**config.mk**
```make
export PLATFORM = sky130hd
export DESIGN_NAME = dac_lut_top
export DESIGN_NICKNAME = d
export VERILOG_FILES = /design/src/rtl/dac_lut_pkg.sv /design/src/rtl/temp_index.sv /design/src/rtl/lut_bank.sv /design/src/rtl/sat_add.sv /design/src/rtl/chan_fsm.sv /design/src/rtl/dac_lut_top.sv
export SDC_FILE = /design/constraint.sdc
export NUM_CORES = 2
export LEC_CHECK = 0
export ABC_AREA = 1
export BUFFER_PORTS_ARGS = -buffer_cell sky130_fd_sc_hd__buf_4
export CORE_MARGIN = 2
export CORE_UTILIZATION = 69
export DETAILED_ROUTE_END_ITERATION = 7
export GPL_ROUTABILITY_DRIVEN = 0
export PLACE_DENSITY_LB_ADDON = 0.15
export SLEW_MARGIN = 20
export SYNTH_ARGS = -nofsm -noshare
export SYNTH_HDL_FRONTEND = slang
export SYNTH_SLANG_ARGS = --single-unit
```
**constraint.sdc**
```tcl
create_clock -name clk -period 9.7 [get_ports clk]
set_clock_uncertainty 0.15 [all_clocks]
set_input_delay 1.94 -clock clk [delete_from_list [all_inputs] [get_ports clk]]
set_output_delay 1.94 -clock clk [all_outputs]
set_load 0.01 [all_outputs]
```
**src/rtl/dac_lut_pkg.sv**
```systemverilog
package dac_lut_pkg;

    typedef enum logic [1:0] {
        ST_EMPTY = 2'd0,
        ST_FRESH = 2'd1,
        ST_HOLD  = 2'd2
    } chan_st_e;

    typedef enum logic {
        TBL_BASE = 1'b0,
        TBL_OFS  = 1'b1
    } tbl_sel_e;

endpackage

```
**src/rtl/temp_index.sv**
```systemverilog
module temp_index #(
    parameter int TEMP_W  = 10,
    parameter int IDX_W   = 7,
    parameter int STEP_LG = 1,
    parameter int T_MIN   = -40,
    parameter int T_MAX   = 102
) (
    input  logic signed [TEMP_W-1:0] temp,
    output logic        [IDX_W-1:0]  idx
);
    localparam logic signed [TEMP_W-1:0] LO = TEMP_W'(T_MIN);
    localparam logic signed [TEMP_W-1:0] HI = TEMP_W'(T_MAX);

    logic signed [TEMP_W-1:0] clamped;
    logic        [TEMP_W:0]   off;

    always_comb begin
        if (temp < LO) begin
            clamped = LO;
        end else if (temp > HI) begin
            clamped = HI;
        end else begin
            clamped = temp;
        end
    end

    assign off = {clamped[TEMP_W-1], clamped} - {LO[TEMP_W-1], LO};
    assign idx = off[IDX_W+STEP_LG-1:STEP_LG];

endmodule

```
**src/rtl/lut_bank.sv**
```systemverilog
module lut_bank #(
    parameter int N_ENT = 72,
    parameter int W     = 8,
    parameter int IDX_W = 7
) (
    input  logic             clk,
    input  logic             rst_n,
    input  logic             wr_en,
    input  logic [IDX_W-1:0] wr_idx,
    input  logic [W-1:0]     wr_data,
    input  logic [IDX_W-1:0] rd_idx,
    output logic [W-1:0]     rd_data
);
    logic [W-1:0] mem [N_ENT];
    logic         wr_ok;

    assign wr_ok = wr_en && (int'(wr_idx) < N_ENT);

    always_ff @(posedge clk or negedge rst_n) begin
        if (!rst_n) begin
            for (int i = 0; i < N_ENT; i++) begin
                mem[i] <= '0;
            end
        end else if (wr_ok) begin
            mem[wr_idx] <= wr_data;
        end
    end

    always_comb begin
        if (int'(rd_idx) < N_ENT) begin
            rd_data = mem[rd_idx];
        end else begin
            rd_data = '0;
        end
    end

    AST_RD_IN_RANGE: assert property (@(posedge clk) disable iff (!rst_n)
        int'(rd_idx) < N_ENT);

endmodule

```
**src/rtl/sat_add.sv**
```systemverilog
module sat_add #(
    parameter int DAC_W = 8,
    parameter int OFS_W = 8
) (
    input  logic [DAC_W-1:0] base,
    input  logic [OFS_W-1:0] ofs,
    output logic [DAC_W-1:0] result
);
    localparam int SUM_W = DAC_W + 2;
    localparam logic signed [SUM_W-1:0] MAXV = SUM_W'((1 << DAC_W) - 1);

    logic signed [SUM_W-1:0] sum;

    always_comb begin
        sum = $signed({2'b00, base}) + $signed({{(SUM_W-OFS_W){ofs[OFS_W-1]}}, ofs});
        if (sum < 0) begin
            result = '0;
        end else if (sum > MAXV) begin
            result = '1;
        end else begin
            result = sum[DAC_W-1:0];
        end
    end

endmodule

```
**src/rtl/chan_fsm.sv**
```systemverilog
module chan_fsm
    import dac_lut_pkg::*;
#(
    parameter int DAC_W = 8
) (
    input  logic             clk,
    input  logic             rst_n,
    input  logic             strobe,
    input  logic [DAC_W-1:0] result,
    output logic [DAC_W-1:0] dac,
    output logic             vld
);
    chan_st_e state_q, state_d;

    always_ff @(posedge clk or negedge rst_n) begin
        if (!rst_n) begin
            state_q <= ST_EMPTY;
        end else begin
            state_q <= state_d;
        end
    end

    always_comb begin
        unique case (state_q)
            ST_EMPTY: state_d = strobe ? ST_FRESH : ST_EMPTY;
            ST_FRESH: state_d = strobe ? ST_FRESH : ST_HOLD;
            ST_HOLD:  state_d = strobe ? ST_FRESH : ST_HOLD;
            default:  state_d = ST_EMPTY;
        endcase
    end

    always_ff @(posedge clk or negedge rst_n) begin
        if (!rst_n) begin
            dac <= '0;
        end else if (strobe) begin
            dac <= result;
        end
    end

    assign vld = (state_q == ST_FRESH);

    AST_VLD_AFTER_STROBE: assert property (@(posedge clk) disable iff (!rst_n)
        strobe |=> vld);
    AST_NO_SPURIOUS_VLD: assert property (@(posedge clk) disable iff (!rst_n)
        !strobe |=> !vld);
    AST_HOLD_BETWEEN: assert property (@(posedge clk) disable iff (!rst_n)
        !strobe |=> $stable(dac));

endmodule

```
**src/rtl/dac_lut_top.sv**
```systemverilog
module dac_lut_top
    import dac_lut_pkg::*;
#(
    parameter int N_CH    = 2,
    parameter int TEMP_W  = 10,
    parameter int DAC_W   = 8,
    parameter int OFS_W   = 8,
    parameter int N_ENT   = 72,
    parameter int T_MIN   = -40,
    parameter int STEP_LG = 1,
    localparam int IDX_W  = $clog2(N_ENT),
    localparam int CH_W   = (N_CH > 1) ? $clog2(N_CH) : 1,
    localparam int T_MAX  = T_MIN + (N_ENT - 1) * (1 << STEP_LG)
) (
    input  logic                    clk,
    input  logic                    rst_n,
    input  logic [N_CH*TEMP_W-1:0]  temp_i,
    input  logic [N_CH-1:0]         temp_vld_i,
    input  logic                    wr_en_i,
    input  logic [CH_W-1:0]         wr_ch_i,
    input  logic                    wr_tbl_i,
    input  logic [IDX_W-1:0]        wr_idx_i,
    input  logic [DAC_W-1:0]        wr_data_i,
    output logic [N_CH*DAC_W-1:0]   dac_o,
    output logic [N_CH-1:0]         dac_vld_o
);

    for (genvar c = 0; c < N_CH; c++) begin : g_ch
        logic signed [TEMP_W-1:0] t_c;
        logic [IDX_W-1:0]         idx_c;
        logic                     we_base, we_ofs;
        logic [DAC_W-1:0]         base_c;
        logic [OFS_W-1:0]         ofs_c;
        logic [DAC_W-1:0]         sum_c;
        logic [DAC_W-1:0]         dac_c;
        logic                     vld_c;

        assign t_c     = $signed(temp_i[c*TEMP_W +: TEMP_W]);
        assign we_base = wr_en_i && (wr_ch_i == CH_W'(c)) && (wr_tbl_i == TBL_BASE);
        assign we_ofs  = wr_en_i && (wr_ch_i == CH_W'(c)) && (wr_tbl_i == TBL_OFS);

        temp_index #(
            .TEMP_W (TEMP_W),
            .IDX_W  (IDX_W),
            .STEP_LG(STEP_LG),
            .T_MIN  (T_MIN),
            .T_MAX  (T_MAX)
        ) i_index (
            .temp(t_c),
            .idx (idx_c)
        );

        lut_bank #(
            .N_ENT(N_ENT),
            .W    (DAC_W),
            .IDX_W(IDX_W)
        ) i_base (
            .clk    (clk),
            .rst_n  (rst_n),
            .wr_en  (we_base),
            .wr_idx (wr_idx_i),
            .wr_data(wr_data_i),
            .rd_idx (idx_c),
            .rd_data(base_c)
        );

        lut_bank #(
            .N_ENT(N_ENT),
            .W    (OFS_W),
            .IDX_W(IDX_W)
        ) i_ofs (
            .clk    (clk),
            .rst_n  (rst_n),
            .wr_en  (we_ofs),
            .wr_idx (wr_idx_i),
            .wr_data(wr_data_i[OFS_W-1:0]),
            .rd_idx (idx_c),
            .rd_data(ofs_c)
        );

        sat_add #(
            .DAC_W(DAC_W),
            .OFS_W(OFS_W)
        ) i_sat (
            .base  (base_c),
            .ofs   (ofs_c),
            .result(sum_c)
        );

        chan_fsm #(
            .DAC_W(DAC_W)
        ) i_fsm (
            .clk   (clk),
            .rst_n (rst_n),
            .strobe(temp_vld_i[c]),
            .result(sum_c),
            .dac   (dac_c),
            .vld   (vld_c)
        );

        assign dac_o[c*DAC_W +: DAC_W] = dac_c;
        assign dac_vld_o[c]            = vld_c;

        AST_CLAMP_LOW: assert property (@(posedge clk) disable iff (!rst_n)
            (t_c < T_MIN) |-> (idx_c == '0));
        AST_CLAMP_HIGH: assert property (@(posedge clk) disable iff (!rst_n)
            (t_c > T_MAX) |-> (int'(idx_c) == N_ENT - 1));
        AST_SAT_UP: assert property (@(posedge clk) disable iff (!rst_n)
            !ofs_c[OFS_W-1] |-> (sum_c >= base_c));
        AST_SAT_DOWN: assert property (@(posedge clk) disable iff (!rst_n)
            ofs_c[OFS_W-1] |-> (sum_c <= base_c));
        AST_ZERO_OFS: assert property (@(posedge clk) disable iff (!rst_n)
            (ofs_c == '0) |-> (sum_c == base_c));
    end

endmodule

```
# Word-level counts from Yosys, hierarchy flattened
# Index checks and enable logic that the tools add are counted.
# totals
register_bits,2324
inputBits,42
out_inout_bits,18
# classes
add_sub_neg,4
order_cmp,15
eq_ne,4
muxes,36
bitwise_logic,5
reduce_logical,15
# ops
cell,count
bitwise mux 576 bit,4
binary-select mux 8 bit (select 7 bit),4
2-to-1 mux 8 bit,21
demux 8 bit (select 7 bit),1
"greater-or-equal comparator 8 bit, second input constant",3
NOT 7 -> 8 bit,3
"less-than comparator 7 bit, second input constant",3
adder 9 x 8 -> 10 bit,2
"> comparator 10 x 8 -> 1 bit, second input constant",2
"> comparator 10 x 9 -> 1 bit, second input constant",2
"less-than comparator 10 x 1 -> 1 bit, second input constant",2
"less-than comparator 10 x 7 -> 1 bit, second input constant",2
"subtractor 8 x 7 -> 8 bit, second input constant",2
logical AND 1 bit,11
"less-than comparator 8 x 1 -> 1 bit, second input constant",1
one-hot mux 2 bit (2 select lines),2
"equality test 2 x 1 -> 1 bit, second input constant",2
"equality test 2 bit, second input constant",2
zero test 2 bit,2
2-to-1 mux 2 bit,2
OR reduction 2 bit,2
2-to-1 mux 1 bit,2
NOT 1 bit,2

# Longest topological paths before layout
# logic_depth
word_depth,13
mapped_depth,38

# By module
# From an unflattened synthesis, not the netlist that was laid out.
# hier_totals
cells_unflattened,14667
area_unflattened_um2,111139.1
# by_module_without_submodules
mod,n_inst,cells_each,area_per_inst_um2
lut_bank (g_ch[0].i_ofs ...),2,3585,27186.1
lut_bank (g_ch[0].i_base),1,3564,27293.7
lut_bank (g_ch[1].i_ofs),1,3563,27101.0
sat_add,2,85,496.7
chan_fsm,2,47,427.9
temp_index,2,48,239.0
dac_lut_top,1,10,45.0

# Least setup slack after synthesis
# No wires, ideal clock.
# synth_path
path_type,input to register
from,in temp_i[17]
to,reg g_ch[1].i_fsm.dac[2]
arrival_ns,6.924
required_ns,9.433
slack_ns,2.509
path_stages,36
n_path_buf,7
cell_sequence,nand2_1 inv_1 nand3_1 nand2_1 inv_2 or2_1 nand2_4 inv_2 buf_2 buf_2 clkbuf_1 clkbuf_1 ha_1 clkbuf_1 clkbuf_1 clkbuf_1 o211ai_1 nand3_1 nand3_1 nand4_1 nand2_1 ha_1 fa_1 a21o_1 a21oi_1 o21bai_1 a21oi_1 nor2_1 nor2_1 nor2_1 nor2_1 inv_1 nand4_1 nand3_1 nand2_1 nand2_1
# synth_between
elab_chain_cells,13
# synth_lines
item,line,text
from (decl),dac_lut_top.sv:17,"input logic [N_CH*TEMP_W-1:0] temp_i,"
> comparator 10 x 8 -> 1 bit,temp_index.sv:20,end else if (temp > HI) begin
2-to-1 mux 8 bit,temp_index.sv:20,
2-to-1 mux 8 bit *,temp_index.sv:18,if (temp < LO) begin
subtractor 8 x 7 -> 8 bit *,temp_index.sv:27,"assign off = {clamped[TEMP_W-1], clamped} - {LO[TEMP_W-1], LO};"
NOT 7 -> 8 bit (not written as such),lut_bank.sv:31,rd_data = mem[rd_idx];
binary-select mux 8 bit (select 7 bit),lut_bank.sv:31,
2-to-1 mux 8 bit (not written as such) (2 in series),lut_bank.sv:31,
2-to-1 mux 8 bit,lut_bank.sv:30,if (int'(rd_idx) < N_ENT) begin
adder 9 x 8 -> 10 bit *,sat_add.sv:15,"sum = $signed({2'b00, base}) + $signed({{(SUM_W-OFS_W){ofs[OFS_W-1]}}, ofs});"
> comparator 10 x 9 -> 1 bit,sat_add.sv:18,end else if (sum > MAXV) begin
2-to-1 mux 8 bit,sat_add.sv:18,
2-to-1 mux 8 bit *,sat_add.sv:16,if (sum < 0) begin
to (signal assigned),chan_fsm.sv:36,dac <= result;
to (decl),chan_fsm.sv:10,"output logic [DAC_W-1:0] dac,"
# Mark *: on every way between the ends. The rest lies on a longest branch, timed or not. The select of a mux whose other input is x is not followed.
# A chain may end at the register's enable or synchronous reset.

# Worst setup path after layout
# layout_path
from,in temp_i[3]
to,reg g_ch[0].i_fsm.dac[2]
# layout_between
elab_chain_cells,13
# layout_lines
item,line
> comparator 10 x 8 -> 1 bit,temp_index.sv:20
2-to-1 mux 8 bit,temp_index.sv:20
2-to-1 mux 8 bit *,temp_index.sv:18
subtractor 8 x 7 -> 8 bit *,temp_index.sv:27
NOT 7 -> 8 bit (not written as such),lut_bank.sv:31
binary-select mux 8 bit (select 7 bit),lut_bank.sv:31
2-to-1 mux 8 bit (not written as such) (2 in series),lut_bank.sv:31
2-to-1 mux 8 bit,lut_bank.sv:30
adder 9 x 8 -> 10 bit *,sat_add.sv:15
> comparator 10 x 9 -> 1 bit,sat_add.sv:18
2-to-1 mux 8 bit,sat_add.sv:18
2-to-1 mux 8 bit *,sat_add.sv:16
to (signal assigned),chan_fsm.sv:36
to (decl),chan_fsm.sv:10
# Marks and branches as above.

==> out/results.ini <==
[clock_network]
cts.htree.levels=4
cts_resized=0
cts.sinks=2324
clk_latency_ns=0.88
postCtsHoldBufs=0
cts_tree=yes
post_cts_buffers=0
clk_pin_slew_ns=0.07
root_buffer=clkbuf_16
cts.path.max_buffers=3
cts_buffers=226

[min_path]
hold_depth=2
min_path_type=flip-flop to flip-flop

[grt]
grt_pass1_vias=91266
grt_start_max_net_pins=206
grt_antenna_before_repair=2
grt_pass1_wl_mm=515
track_usage=0.416
gr-total-overflow=0

[timing]
worst_slack_ns=2.30
fin_setup_tns_ns=0
period_share=0.763
worst_slew_pin_slew_ns=1.22
period_minus_slack_ns=7.40
rsz0062_at_grt=no
slew_headroom=0.186
finalHoldViolations=0
setup_viol=0
fmax_mhz=135
drv_slew=0

[die]
die-area_um2=159000
initial_utilization=0.696
core_um2=154000
row_count=144
die_h_um=398
die_w_um=398
pin_count=60

[finish]
n_antenna_cell=0
instances_no_fill=14759
final_nets=12585
final.fill_count=11239
area_delta_synth_final_pct=7.21
drive_gt1_frac=0.0512

[setup_path]
critPathMaxFanout=84
cp.required_ns=10.32
max_stage_delay_ns=1.07
cp-end-kind=flip-flop
critPathKind=input port to flip-flop
ff2ff_path_depth=23
worst_path_max_delay_cell=inv_2
cp.arrival_ns=8.01
cpMostUsedCell=nand3_1
start_kind=input port

[synthesis]
synthTopCellsByArea=dfrtp_1 54%, nand2_1 11%, o21ai_0 9.4%
synth.top_cell.area_share=0.542
synth_seq_cells=2324
post-synth-top-count-cell=nand2_1
synth_top_family_by_area=simple AND/OR/NAND/NOR gates
syn_avg_cell_area_um2=8.15
synth_compound_area_frac=0.186
ys_warn_count=0
synth.distinct_cells=53
synth_mux_area_frac=0
synth-edff-count=0
synthArstFlopShare=1.00
synth-main-ff-cell=dfrtp_1
synthSimpleGateAreaFrac=0.197
synth_area_leader_cell=dfrtp_1
synthAdderAreaFrac=0.00341
yosys.area_share.xor_xnor=0.00162
yosys-top-cells-count=3006 x nand2_1, 2324 x dfrtp_1, 2024 x o21ai_0
ys_seq_area_frac=0.542
netlist_area_um2=107000
synth_fp_nets=13240
netlist_instances=13170

[place]
dp_hpwl_mm=192
portBuffers=59
dp_worst_setup_slack_ns=1.77
place_inst=14330

[route]
drt_iter0_drc=13301
finalWirelength_mm=329
post_drt_wl_per_cell_um=22.3
dr.pass1.iters=8
drc_errors=2
antenna_left=0
vias_per_cell=6.44
route.vias.total=95089

[job]
cap_violations=0

[run_status]
violations=design-rule violations
status=finished with violations

[power_and_ir_drop]
p_per_area_nw_per_um2=190
max-vdd-ir-drop_uv=186
cellLeakagePower_nw=52.4

sequential cells by signal, indices dropped and copies added, names as in the netlist:
register,cells
g_ch.i_ofs.mem,1152
g_ch.i_fsm.dac,16
g_ch.i_base.mem,1152
g_ch.i_fsm.state_q,4
metal layers:
layer | global-route usage | vias to the layer above | wire length [um]
met5 | 0 | - | 0
met4 | 0.238 | 0 | 20800
met3 | 0.0998 | 1178 | 40000
met2 | 0.609 | 6022 | 144000
met1 | 0.575 | 45545 | 124000
li1 | - | 42344 | -
cells in the final DEF, fill, tap and decap left out, drive strengths merged:
cell	synthesis	routed
bufinv	0	10
or2	4	4
o2111ai	3	3
o22ai	72	72
nor2	1117	1117
xnor2	6	6
o21ai	2223	2223
a21o	2	2
nand3b	3	3
a221oi	31	31
nand3	1039	1039
nand2	3018	3018
xor2	10	10
and2	1	1
o21bai	5	5
a21oi	883	883
buf	260	178
fa	2	2
clkbuf	801	344
clkinvlp	0	5
inv	825	833
dfrtp	2324	2324
o31ai	2	2
o211ai	362	362
ha	26	26
o311ai	11	11
nor3	36	36
clkinv	5	66
a32o	32	32
o221ai	53	53
nand4	14	14
area by class of cell:
cell class / instances / area (um2) / share of cell area
multi-input combinational: 8955 / 41900 / 0.364
timing repair buffer: 178 / 1780 / 0.0155
inverter: 830 / 3200 / 0.0278
tap: 2044 / 2560 / 0.0222
clock inverter: 84 / 766 / 0.00666
sequential: 2324 / 58200 / 0.506
clock buffer: 344 / 6690 / 0.0581
worst max-delay path, delay by kind of cell:
kind	cells	cell delay, ns
buffers and inverters	5	1.70
and+or+nand+nor	17	2.60
AOI/OAI and AO/OA	6	0.93
adders and majority gates	2	0.72
report_power, final:
group	switching, W	total [W]	internal [W]
combinational	0.00210	0.00287	0.000769
sequential	0.000154	0.0101	0.00997
clock	0.00384	0.00885	0.00501
total	0.00610	0.0218	0.0157
cells by family after synthesis:
| kind of cell | count (synthesis) |
|---|---|
| AND/OR/NAND/NOR | 5232 |
| AO/OA/AOI/OAI | 3679 |
| flip-flops | 2324 |
| buffers and inverters | 1891 |
| adder cells (fa/ha/maj) | 28 |
| XOR/XNOR | 16 |
final timing paths:
| check | start | end | slack [ns] |
|---|---|---|---|
| min in group asynchronous | rst_n | g_ch[1].i_base.mem[118] | 0.86 |
| worst min-delay path | g_ch[0].i_base.mem[24] | g_ch[0].i_base.mem[24] | 0.33 |
| max in group asynchronous | rst_n | g_ch[0].i_base.mem[38] | 6.29 |
| worst max register to register | g_ch[1].i_base.mem[184] | g_ch[1].i_fsm.dac[4] | 5.10 |
| worst min register to register | g_ch[0].i_base.mem[24] | g_ch[0].i_base.mem[24] | 0.33 |
| worst max-delay path | temp_i[3] | g_ch[0].i_fsm.dac[2] | 2.30 |
through the flow:
step | area [um2] | power (W) | hold slack [ns] | util
floorplan | 107000 | 0.0119 | 0.294 | -
global placement | 107000 | 0.0130 | 0.310 | 0.697
detailed placement | 107000 | 0.0130 | 0.317 | 0.697
CTS | 115000 | 0.0217 | 0.333 | 0.745
global route | 115000 | 0.0225 | 0.349 | 0.746
finish | 115000 | 0.0218 | 0.328 | 0.746
Note: power is estimated with default switching activity, not from simulation.
